`src/rtl/cbr_pkg.sv`:
```
package cbr_pkg;

   typedef enum logic [3:0] {
      OP_NOP   = 4'd0,
      OP_JZ    = 4'd1,
      OP_JNZ   = 4'd2,
      OP_CJ_AD = 4'd3,
      OP_CJ_AI = 4'd4,
      OP_CJ_RI = 4'd5,
      OP_CJ_II = 4'd6,
      OP_DJ_R  = 4'd7,
      OP_DJ_D  = 4'd8,
      OP_SJMP  = 4'd9,
      OP_AJMP  = 4'd10,
      OP_LJMP  = 4'd11
   } op_e;

   typedef enum logic [1:0] {
      TM_FALL = 2'd0,
      TM_REL  = 2'd1,
      TM_PAGE = 2'd2,
      TM_FULL = 2'd3
   } tmode_e;

endpackage

```
`src/rtl/cbr_eval.sv`:
```
module cbr_eval
   import cbr_pkg::*;
#(
   parameter int DATA_W = 8,
   parameter int CYC_W  = 3
) (
   input  logic [3:0]        op_i,
   input  logic [DATA_W-1:0] acc_i,
   input  logic [DATA_W-1:0] opnd_i,
   input  logic [DATA_W-1:0] cmp_i,
   output logic              take_o,
   output logic [DATA_W-1:0] dec_o,
   output logic              dec_we_o,
   output logic              cy_o,
   output logic              cy_we_o,
   output logic [CYC_W-1:0]  cyc_o,
   output tmode_e            tmode_o
);

   localparam int MAX_CYC = 5;

   generate
      if ((1 << CYC_W) <= MAX_CYC) begin : g_bad_cyc
         $error("cbr_eval: CYC_W too narrow for cycle counts");
      end
      if (DATA_W < 1) begin : g_bad_data
         $error("cbr_eval: DATA_W must be positive");
      end
   endgenerate

   op_e               op;
   logic [DATA_W-1:0] lhs, rhs;
   logic              differ, below;
   logic [CYC_W-1:0]  base;
   tmode_e            tm_take;

   assign op     = op_e'(op_i);
   assign dec_o  = opnd_i - {{(DATA_W-1){1'b0}}, 1'b1};

   always_comb begin
      lhs = ((op == OP_CJ_AD) || (op == OP_CJ_AI)) ? acc_i : opnd_i;
      rhs = (op == OP_CJ_AD) ? opnd_i : cmp_i;
   end

   assign differ = (lhs != rhs);
   assign below  = (lhs < rhs);

   always_comb begin
      take_o   = 1'b0;
      dec_we_o = 1'b0;
      cy_we_o  = 1'b0;
      cy_o     = 1'b0;
      base     = CYC_W'(1);
      tm_take  = TM_REL;
      case (op)
         OP_JZ: begin
            take_o = (acc_i == '0);
            base   = CYC_W'(2);
         end
         OP_JNZ: begin
            take_o = (acc_i != '0);
            base   = CYC_W'(2);
         end
         OP_CJ_AD, OP_CJ_AI, OP_CJ_RI: begin
            take_o  = differ;
            cy_we_o = 1'b1;
            cy_o    = below;
            base    = CYC_W'(3);
         end
         OP_CJ_II: begin
            take_o  = differ;
            cy_we_o = 1'b1;
            cy_o    = below;
            base    = CYC_W'(4);
         end
         OP_DJ_R: begin
            take_o   = (dec_o != '0);
            dec_we_o = 1'b1;
            base     = CYC_W'(2);
         end
         OP_DJ_D: begin
            take_o   = (dec_o != '0);
            dec_we_o = 1'b1;
            base     = CYC_W'(3);
         end
         OP_SJMP: begin
            take_o = 1'b1;
            base   = CYC_W'(2);
         end
         OP_AJMP: begin
            take_o  = 1'b1;
            base    = CYC_W'(2);
            tm_take = TM_PAGE;
         end
         OP_LJMP: begin
            take_o  = 1'b1;
            base    = CYC_W'(3);
            tm_take = TM_FULL;
         end
         default: begin
            take_o = 1'b0;
            base   = CYC_W'(1);
         end
      endcase
   end

   assign cyc_o   = base + {{(CYC_W-1){1'b0}}, take_o};
   assign tmode_o = take_o ? tm_take : TM_FALL;

endmodule

```
`src/rtl/cbr_target.sv`:
```
module cbr_target
   import cbr_pkg::*;
#(
   parameter int ADDR_W = 16,
   parameter int PAGE_W = 11,
   parameter int REL_W  = 8
) (
   input  logic [ADDR_W-1:0] npc_i,
   input  logic [REL_W-1:0]  rel_i,
   input  logic [ADDR_W-1:0] abs_i,
   input  tmode_e            mode_i,
   output logic [ADDR_W-1:0] tgt_o
);

   localparam int EXT_W = ADDR_W - REL_W;

   generate
      if (REL_W >= ADDR_W) begin : g_bad_rel
         $error("cbr_target: REL_W must be narrower than ADDR_W");
      end
      if (PAGE_W > ADDR_W) begin : g_bad_page
         $error("cbr_target: PAGE_W must not exceed ADDR_W");
      end
   endgenerate

   logic [ADDR_W-1:0] rel_sum;
   logic [ADDR_W-1:0] page_tgt;

   assign rel_sum = npc_i + {{EXT_W{rel_i[REL_W-1]}}, rel_i};

   generate
      if (PAGE_W < ADDR_W) begin : g_page_splice
         assign page_tgt = {npc_i[ADDR_W-1:PAGE_W], abs_i[PAGE_W-1:0]};
      end else begin : g_page_whole
         assign page_tgt = abs_i;
      end
   endgenerate

   always_comb begin
      case (mode_i)
         TM_REL:  tgt_o = rel_sum;
         TM_PAGE: tgt_o = page_tgt;
         TM_FULL: tgt_o = abs_i;
         default: tgt_o = npc_i;
      endcase
   end

endmodule

```
`src/rtl/cbr_unit.sv`:
```
module cbr_unit
   import cbr_pkg::*;
#(
   parameter int ADDR_W = 16,
   parameter int DATA_W = 8,
   parameter int REL_W  = 8,
   parameter int PAGE_W = 11,
   parameter int CYC_W  = 3
) (
   input  logic              clk,
   input  logic              rst_n,
   input  logic              in_valid,
   input  logic [3:0]        op_class,
   input  logic [DATA_W-1:0] acc,
   input  logic [DATA_W-1:0] opnd,
   input  logic [DATA_W-1:0] cmp_k,
   input  logic [REL_W-1:0]  rel,
   input  logic [ADDR_W-1:0] abs_addr,
   input  logic [ADDR_W-1:0] next_pc,
   output logic              out_valid,
   output logic              taken,
   output logic [ADDR_W-1:0] target,
   output logic [DATA_W-1:0] dec_val,
   output logic              dec_we,
   output logic              cy_out,
   output logic              cy_we,
   output logic [CYC_W-1:0]  cycles
);

   logic              e_take, e_dec_we, e_cy, e_cy_we;
   logic [DATA_W-1:0] e_dec;
   logic [CYC_W-1:0]  e_cyc;
   tmode_e            e_tm;
   logic [ADDR_W-1:0] e_tgt;

   cbr_eval #(.DATA_W(DATA_W), .CYC_W(CYC_W)) u_eval (
      .op_i     (op_class),
      .acc_i    (acc),
      .opnd_i   (opnd),
      .cmp_i    (cmp_k),
      .take_o   (e_take),
      .dec_o    (e_dec),
      .dec_we_o (e_dec_we),
      .cy_o     (e_cy),
      .cy_we_o  (e_cy_we),
      .cyc_o    (e_cyc),
      .tmode_o  (e_tm)
   );

   cbr_target #(.ADDR_W(ADDR_W), .PAGE_W(PAGE_W), .REL_W(REL_W)) u_tgt (
      .npc_i  (next_pc),
      .rel_i  (rel),
      .abs_i  (abs_addr),
      .mode_i (e_tm),
      .tgt_o  (e_tgt)
   );

   always_ff @(posedge clk or negedge rst_n) begin
      if (!rst_n) begin
         out_valid <= 1'b0;
         taken     <= 1'b0;
         target    <= '0;
         dec_val   <= '0;
         dec_we    <= 1'b0;
         cy_out    <= 1'b0;
         cy_we     <= 1'b0;
         cycles    <= '0;
      end else begin
         out_valid <= in_valid;
         if (in_valid) begin
            taken   <= e_take;
            target  <= e_tgt;
            dec_val <= e_dec;
            dec_we  <= e_dec_we;
            cy_out  <= e_cy;
            cy_we   <= e_cy_we;
            cycles  <= e_cyc;
         end else begin
            taken  <= 1'b0;
            dec_we <= 1'b0;
            cy_we  <= 1'b0;
         end
      end
   end

   AST_VALID_LAG: assert property (@(posedge clk) disable iff (!rst_n)
      in_valid |=> out_valid) else $error("valid lag");
   AST_IDLE_QUIET: assert property (@(posedge clk) disable iff (!rst_n)
      !in_valid |=> (!out_valid && !taken && !dec_we && !cy_we)) else $error("idle quiet");
   AST_TAKEN_COST: assert property (@(posedge clk) disable iff (!rst_n)
      (out_valid && taken) |-> (cycles >= CYC_W'(3))) else $error("taken cost");
   AST_DJNZ_TAKE: assert property (@(posedge clk) disable iff (!rst_n)
      dec_we |-> (taken == (dec_val != '0))) else $error("djnz take");
   AST_WRITE_EXCL: assert property (@(posedge clk) disable iff (!rst_n)
      !(dec_we && cy_we)) else $error("write excl");
   AST_PAGE_KEEP: assert property (@(posedge clk) disable iff (!rst_n)
      (in_valid && op_class == OP_AJMP) |=>
         (target[ADDR_W-1:PAGE_W] == $past(next_pc[ADDR_W-1:PAGE_W]))) else $error("page keep");
   AST_FALL_THROUGH: assert property (@(posedge clk) disable iff (!rst_n)
      in_valid |=> (taken || target == $past(next_pc))) else $error("fall through");
   AST_NOP_QUIET: assert property (@(posedge clk) disable iff (!rst_n)
      (in_valid && (op_class == OP_NOP || op_class > OP_LJMP)) |=>
         (!taken && cycles == CYC_W'(1))) else $error("nop quiet");

endmodule

```
`config.mk`:
```
export PLATFORM = sky130hd
export DESIGN_NAME = cbr_unit
export DESIGN_NICKNAME = d
export VERILOG_FILES = /design/src/rtl/cbr_pkg.sv /design/src/rtl/cbr_eval.sv /design/src/rtl/cbr_target.sv /design/src/rtl/cbr_unit.sv
export SDC_FILE = /design/constraint.sdc
export NUM_CORES = 1
export LEC_CHECK = 0
export BUFFER_PORTS_ARGS = -buffer_cell sky130_fd_sc_hd__buf_2
export CORE_ASPECT_RATIO = 1.4
export CORE_MARGIN = 5
export CORE_UTILIZATION = 53
export CTS_BUF_LIST = sky130_fd_sc_hd__clkbuf_8
export CTS_CLUSTER_DIAMETER = 80
export DETAILED_ROUTE_END_ITERATION = 6
export GPL_TIMING_DRIVEN = 1
export PLACE_DENSITY = 0.91
export SYNTH_ARGS = -nofsm -noshare
export SYNTH_HDL_FRONTEND = slang
export SYNTH_SLANG_ARGS = --single-unit
```
`constraint.sdc`:
```
create_clock -name clk -period 1.1 [get_ports clk]
set_input_delay 0.165 -clock clk [delete_from_list [all_inputs] [get_ports clk]]
set_output_delay 0.165 -clock clk [all_outputs]
set_load 0.05 [all_outputs]
```
# Word-level counts from Yosys, hierarchy flattened
# Index checks and enable logic that the tools add are counted.
[word_totals]
register_bits = 32
in_bits = 71
out_inout_bits = 32
elab_cells = 49
[op_classes]
add_sub_neg = 3
n_lt_le_gt_ge = 1
eq_ne = 15
n_mux = 13
reduce_logical = 9
[op_table]
columns = ["op", "n"]
rows = [
  ["one-hot mux 16 bit (3 select lines)", 1],
  ["adder 16 bit", 1],
  ["equality test 4 x 3 -> 1 bit, second input constant", 4],
  ["equality test 4 bit, second input constant", 4],
  ["two-way mux 8 bit", 2],
  ["nonzero test 8 bit", 2],
  ["OR reduction 5 bit", 2],
  ["one-hot mux 3 bit (3 select lines)", 1],
  ["equality test 4 x 2 -> 1 bit, second input constant", 2],
  ["zero test 8 bit", 1],
  ["less-than comparator 8 bit", 1],
  ["inequality test 8 bit", 1],
  ["subtractor 8 x 1 -> 8 bit, second input constant", 1],
  ["two-way mux 1 bit", 6],
  ["one-hot mux 1 bit (5 select lines)", 1],
  ["equality test 2 bit, second input constant", 2],
  ["equality test 4 x 1 -> 1 bit, second input constant", 1],
  ["one-hot mux 2 bit (2 select lines)", 1],
  ["OR reduction 4 bit", 1],
  ["adder 3 x 1 -> 3 bit", 1],
  ["OR reduction 3 bit", 1],
  ["equality test 2 x 1 -> 1 bit, second input constant", 1],
  ["two-way mux 2 bit", 1],
  ["OR reduction 2 bit", 1],
  ["logical OR 1 bit", 1],
]

# Depth between registers and ports, before layout
# Gate-level depths: netlist (run 1).
[depth]
ltp_word = 8
mapped_depth = 17
mapped_depth_nobuf = 16

# By module
# Synthesis (run 1) repeated with hierarchy kept, for this count alone.
[unflattened]
cells_unflattened = 328
hier_area_um2 = 3138.0
[by_module_without_submodules]
columns = ["module", "instances", "cells_per_inst", "area_each_um2", "seq_area_each_um2"]
rows = [
  ["cbr_unit", 1, 66, 1168.6, 800.8],
  ["cbr_target", 1, 154, 1117.3, 0.0],
  ["cbr_eval", 1, 108, 852.1, 0.0],
]

# Worst setup path after synthesis (run 1)
# No wires, ideal clock.
[synth_path]
kind = "input port to flip-flop"
start = "in op_class[0]"
end = "reg cycles[1]"
setup_ns = 0.125
t_arrival_ns = 3.403
setup_slack_ns = -2.428
cell_stages = 14
cell_sequence = "buf_2 nor2_1 a21oi_1 nor2_1 mux2_2 ha_1 and4_1 and3_1 o2111a_2 a31oi_4 or2_1 ha_1 ha_1 mux2_2"
[synth_between]
elab_chain_len = 6
[synth_rtl]
columns = ["item", "line", "text"]
rows = [
  ["start: declaration", "cbr_unit.sv:13", "input logic [3:0] op_class,"],
  ["equality test 4 x 2 -> 1 bit or equality test 4 x 3 -> 1 bit (tied branches)", "cbr_eval.sv:41, cbr_eval.sv:42, cbr_eval.sv:55", ""],
  ["logical OR 1 bit", "cbr_eval.sv:41", "lhs = ((op == OP_CJ_AD) || (op == OP_CJ_AI)) ? acc_i : opnd_i;"],
  ["two-way mux 8 bit", "cbr_eval.sv:41", ""],
  ["inequality test 8 bit", "cbr_eval.sv:45", "assign differ = (lhs != rhs);"],
  ["one-hot mux 1 bit (5 select lines)", "cbr_eval.sv:55", "case (op)"],
  ["adder 3 x 1 -> 3 bit (*)", "cbr_eval.sv:107", "assign cyc_o = base + {{(CYC_W-1){1'b0}}, take_o};"],
  ["net e_cyc[1]", "cbr_unit.sv:32", "logic [CYC_W-1:0] e_cyc;"],
  ["end signal: assignment", "cbr_unit.sv:77", "cycles <= e_cyc;"],
  ["end: declaration", "cbr_unit.sv:27", "output logic [CYC_W-1:0] cycles"],
]
# Mark *: on every way through the listed nets, which the timed path passes. The rest lies on a longest branch.
# A chain may end at the register's enable or synchronous reset.

# Worst setup path after layout (run 1)
[layout_path]
start = "in op_class[2]"
end = "reg cycles[1]"
# The elaborated chain is that of the path after synthesis.

==> metrics, run 1 <==
clk slew on worst S/H paths roughly 0.080 ns; failing checks DRC, setup timing; post-synth cell types 65; # setup viols final 31; Chip Height ~100 µm; Clock Skew 0 ns; Critical Path, Cell by Cell buf_6 > and4bb_2 > buf_12 > mux2i_1 > ha_4 > and4_4 > a32oi_1 > nor2_1 > a31oi_4 > or2_4 > ha_4 > ha_4 > mux2_4; min Tclk post-route roughly 3.4 ns; Synth top area share 0.2554; leading cell type in the layout, fill and taps excluded buf_4; flop2flop setup slack -0.02 ns; Synth Area in Compound Gates 0.2893; final hold vios 0; Clock power frac 0.204; Simple-Gate Fraction of Synth Area 0.1875; P_int approximately 3.3 mW; fin crit share 3.095; GRT Residual Overflow 0; sequential power share 0.253; Final ANT Viol Nets 0; slowest CP cell mux2i_1; clock tree from TritonCTS done; vias in the first global route approximately 4400; DRC viols 14; post-synthesis mux area share 0.06425; Inserted Clock Buffers 5; detailed router's first-iteration violation count approximately 420; Crit path max-delay family simple AND/OR/NAND/NOR gates; Starting Density 0.5386; clock latency on the worst-skew pair roughly 0.29 ns; Top FF cell, synth dfrtp_1; status complete, but fails checks; Pins Over Slew Limit 0; Pwr Density 1156 nW/µm²; WL final around 17000 µm; HP Start in_valid; largest net degree at the start of global routing 33; WP buf/inv 2; worst r2r src dec_val[3]; Comb power frac 0.543; Critical Setup Path Class in -> reg; die footprint approximately 7600 µm²; ys async rst share 1.000; ratio of cells with drive above 1 in the final layout 0.5054; Util after Layout 0.8771; total chip power ~5.9 mW; fin worst setup slack -2.304 ns; global-route wire length before repair slightly above 20000 µm; routed vias ~4400; clk buf depth 2; area grow syn2layout 62.85%; drt pass-1 iters 7; class of the tightest hold or removal check in -> reg; Slew @ Worst Pin around 0.72 ns; max incr delay on CP approximately 0.63 ns; Startpoint Class primary input; Ys Warns 0; CP required 1.27 ns; Max-Slew Margin vs Limit 0.5047; main combinational cell family by area after synthesis compound AO/OA/AOI/OAI gates; Inserted Diodes 0; Lkg Pwr approximately 2.4 nW; H-tree Lvls 2; CTS Root Cell clkbuf_8; worst path arrival time between 3 and 4 ns; initial antenna violation count 0; VDD IR max roughly 0.00084 V; die width about 75 µm; Syn Std Cell Area about 3100 µm²; Routability Congestion between 0.9 and 1; GRT Util Overall 0.3545; net count reported at finish ~650; syn nets 460; RSZ-0062 raised after global routing yes; Final HPWL DP between 8000 and 9000 µm; EDFF count, synth 0; site row count 33; area leader, netlist dfrtp_1; vias per cell 6.995; CP startpoint op_class[2]; most frequent cells in the layout 99 x buf_4, 70 x buf_2, 32 x dfrtp_1; instance count of the mapped netlist around 360; Max FO, Critical Path 7; DR WL/cell ~27 µm; #FFs+latches synth 32; Critical Path End Type register; NetSw between 2 and 3 mW; ranking of synthesized cells by area dfrtp_1 26%, ha_1 11%, a21oi_1 5.1%; adder-cell share of the synthesized area 0.1141; max_cap viols 0; Post-Synth XOR/XNOR Area 0.04469; sequential-to-total area share from yosys stat 0.2554; Switching Share 0.4401; Setup TNS -45.07 ns; FMAX 0.2938 GHz; Core Region a little under 6000 µm²; Clock Sinks 32; I/O pin total just over 100; Mean Syn Cell Area between 8 and 9 µm²; Crit path top cell by count ha_4; PortBufs 102
-- what timing repair did --
item	4_1_cts	5_1_grt
hold buffers	1	0
endpoints found under the setup margin	33	39
endpoints found under the hold margin	32	0
buffers inserted	9	18
resized for setup	48	56
pin swaps	9	20
-- cell type report --
type	count	area [µm²]
sequential	32	800.8
clock inverter	3	42.54
timing repair buffer	206	1520
inverter	12	45.04
clock buffer	5	68.82
tap	70	87.58
multi-input combinational	298	2541
fill	283	715.7
-- Yosys cell counts (all sizes together), types with 7 or more instances --
library cell   n
o31ai          8
dfrtp         32
o32a           8
nand2         22
a21oi         33
mux2           9
a21o           7
nor2          31
ha            27
xnor2         10
clkbuf        10
buf            9
o21ai         27
inv           12
nand2b         7
mux2i         10
-- registers in the layout (all words and copies together), names as in the netlist --
name	count
cy_we	1
target	16
dec_we	1
dec_val	8
cycles	3
taken	1
out_valid	1
cy_out	1
-- metrics by stage --
| stage | hold WS, ns | cells | area, µm² | worst slack [ns] |
|---|---|---|---|---|
| global route | 0.09122 | 626 | 5106 | -2.377 |
| finish | 0.08125 | 626 | 5106 | -2.304 |
| global placement | 0.1341 | 597 | 4452 | -1.938 |
| floorplan | -0.1306 | 361 | 3318 | -1.930 |
| detailed placement | 0.1353 | 597 | 4452 | -2.043 |
| CTS | 0.07880 | 614 | 4820 | -1.588 |
-- final timing paths --
path / endpoint / cells past startpoint
max in group asynchronous: dec_val[3] / 3
worst max-delay path: cycles[1] / 13
worst min-delay path: out_valid / 1
worst min register to register: cycles[0] / 1
min in group asynchronous: target[3] / 3
worst max register to register: dec_val[3] / 2
-- cells by family (layout without fill, tap and decap cells) --
family,after synthesis,count (layout)
buf+inv,31,226
mux,19,19
fa+ha+maj,28,28
flops,32,32
simple gates,106,106
xor+xnor,16,16
compound gates,129,129
-- metal layers --
layer / wire length [µm] / track usage
met2: 8076 / 0.6255
met1: 4797 / 0.3249
met4: 1766 / 0.2658
met3: 1975 / 0.1118
met5: 0 / 0
-- power by group through the flow --
stage          combinational (mW)  sequential [mW]  clock [mW]
3_5_place_dp                 2.61             1.48           0
6_report                     3.20             1.50        1.20
4_1_cts                      2.79             1.47        1.18
2_1_floorplan                1.06             2.09           0
5_1_grt                      3.37             1.50        1.24
3_3_place_gp                 2.51             1.47           0
Power figures use the tool's default switching activity.
==> run 2, diff against run 1 <==
--- a/config.mk
+++ b/config.mk
@@ -14,6 +14,7 @@
 export DETAILED_ROUTE_END_ITERATION = 6
 export GPL_TIMING_DRIVEN = 1
 export PLACE_DENSITY = 0.91
+export RECOVER_POWER = 50
 export SYNTH_ARGS = -nofsm -noshare
 export SYNTH_HDL_FRONTEND = slang
 export SYNTH_SLANG_ARGS = --single-unit
==> metrics, run 2 (same netlist as run 1, synthesis figures left out) <==
fin cells 626 (unchanged); die footprint 7576 µm² (unchanged); Max FO, Critical Path 7 (unchanged); Layout fillers 286 (+1.1%); design area 5092 µm² (-0.27%); Top reg by flops target; Switching Share 0.4415 (+0.001359); PortBufs 102 (unchanged); RSZ-0062 raised after global routing yes; Final HPWL DP 8957 µm (unchanged); vias in the first global route 4416 (unchanged); initial antenna violation count 0 (unchanged); Inserted Diodes 0 (unchanged); fin crit share 3.117 (+0.02219); GRT Residual Overflow 0 (unchanged); DR WL/cell 26.56 µm (about the same); ratio of cells with drive above 1 in the final layout 0.5036 (-0.001799); Critical Setup Path Class in -> reg; Clock Skew 0 ns (unchanged); CTS Root Cell clkbuf_8; dpl cells 597 (unchanged); most frequent cells in the layout 99 x buf_4, 69 x buf_2, 32 x dfrtp_1; CP required 1.28 ns (about the same); DRC viols 0 (-14); vias per cell 6.987 (-0.11%); Startpoint Class primary input; Core Region 5822 µm² (unchanged); clock tree from TritonCTS done; fin worst setup slack -2.329 ns (-0.02441 ns); site row count 33 (unchanged); WL final 16620 µm (about the same); GRT Util Overall 0.3545 (unchanged); Min Hold Slack 0.1477 ns (+0.06650 ns); final hold vios 0 (unchanged); Chip Height 101.0 µm (unchanged); Slew @ Worst Pin 0.7291 ns (+0.006924 ns); Inserted Clock Buffers 5 (unchanged); Clock Sinks 32 (unchanged); drt pass-1 iters 6 (-1); Pwr Density 1160 nW/µm² (+0.27%); VDD IR max 0.0008469 V (+0.39%); failing checks setup timing; largest net degree at the start of global routing 33 (unchanged); Starting Density 0.5386 (unchanged); dpl ws -2.043 ns (unchanged); Final ANT Viol Nets 0 (unchanged); H-tree Lvls 2 (unchanged); Max-Slew Margin vs Limit 0.5000 (-0.004748); net count reported at finish 654 (unchanged); biggest regs target: 16 flops, dec_val: 8 flops, cycles: 3 flops; max_cap viols 0 (unchanged); status complete, but fails checks; Clock power frac 0.205 (about the same); Comb power frac 0.541 (-0.002); clk buf depth 2 (unchanged); DP Area 4452 µm² (unchanged); NetSw 2.607 mW (+0.31%); min Tclk post-route 3.429 ns (+0.02441 ns); # setup viols final 30 (-3.2%); detailed router's first-iteration violation count 419 (+0.24%); Setup TNS -45.28 ns (-0.2168 ns); Pins Over Slew Limit 0 (unchanged); class of the tightest hold or removal check in -> reg; Lkg Pwr 2.356 nW (-0.32%); P_int 3.298 mW (-0.24%); Critical Path End Type register; sequential power share 0.254 (about the same); clk slew on worst S/H paths 0.07 ns (about the same); Routability Congestion 0.9512 (unchanged); FMAX 0.2917 GHz (-0.71%); clock latency on the worst-skew pair 0.30 ns (about the same); max FFs per register 16 (unchanged); I/O pin total 103 (unchanged); leading cell type in the layout, fill and taps excluded buf_4; area grow syn2layout 62.41%; global-route wire length before repair 20550 µm (unchanged); die width 75.01 µm (unchanged); worst path arrival time 3.61 ns (+0.03 ns); routed vias 4374 (-0.11%)
run 2: changes by cell type in the layout (fill, tap and decap cells not counted), sizes merged:
cell,change
buf,-2
clkbuf,+2
run 2: path summary, 6_finish.rpt:
| check | from | end | slack [ns] | depth (start not counted) |
|---|---|---|---|---|
| setup reg to reg | dec_val[3] | dec_val[3] | -0.02 | 2 |
| hold / removal | in_valid | out_valid | 0.15 | 1 |
| setup / recovery | op_class[2] | cycles[1] | -2.33 | 13 |
| min in group asynchronous | rst_n | target[10] | 0.47 | 3 |
| hold reg to reg | cycles[0] | cycles[0] | 0.53 | 1 |
| max in group asynchronous | rst_n | dec_val[3] | 0.29 | 3 |
run 2: cell type report:
class | count | area, µm² | area share
sequential | 32 | 800.8 | 0.1572
timing repair buffer | 206 | 1506 | 0.2958
multi-input combinational | 298 | 2541 | 0.4990
inverter | 12 | 45.04 | 0.008845
clock inverter | 3 | 42.54 | 0.008354
tap | 70 | 87.58 | 0.01720
clock buffer | 5 | 68.82 | 0.01351
run 2: timing repair:
action                                 in CTS  in global routing
endpoints found under the hold margin      32                  0
pin swaps                                   9                 20
setup endpoints to repair                  33                 39
gates resized for setup                    48                 56
hold buffers                                1                  0
setup buffers                               9                 18
run 2: through the flow:
step	power, mW	utilization
4_1_cts	5.441	0.8279
3_5_place_dp	4.090	0.7647
2_1_floorplan	3.150	-
3_3_place_gp	3.983	0.7647
6_report	5.905	0.8747
5_1_grt	6.096	0.8747
run 2: metal layers:
metal,GRT usage,vias up,wire length [µm],part of all wire
li1,-,1754,-,-
met1,0.3249,1989,4623,0.28
met2,0.6255,443,8016,0.48
met3,0.1118,188,2172,0.13
met4,0.2658,0,1812,0.11
met5,0,-,0,0
run 2: power groups by stage:
stage	combinational, mW	clock (mW)	sequential [mW]
6_report	3.20	1.21	1.50
4_1_cts	2.79	1.18	1.47
3_5_place_dp	2.61	0	1.48
3_3_place_gp	2.51	0	1.47
5_1_grt	3.36	1.24	1.50
2_1_floorplan	1.06	0	2.09
run 2: worst max-delay path, stage by stage:
cell and delay [ns]:
buf_6 0.11, and4bb_2 0.43, buf_12 0.18, mux2i_1 0.64, ha_4 0.24, and4_4 0.24, a32oi_1 0.13, nor2_1 0.40
a31oi_4 0.13, or2_4 0.32, ha_4 0.16, ha_4 0.20, mux2_4 0.26
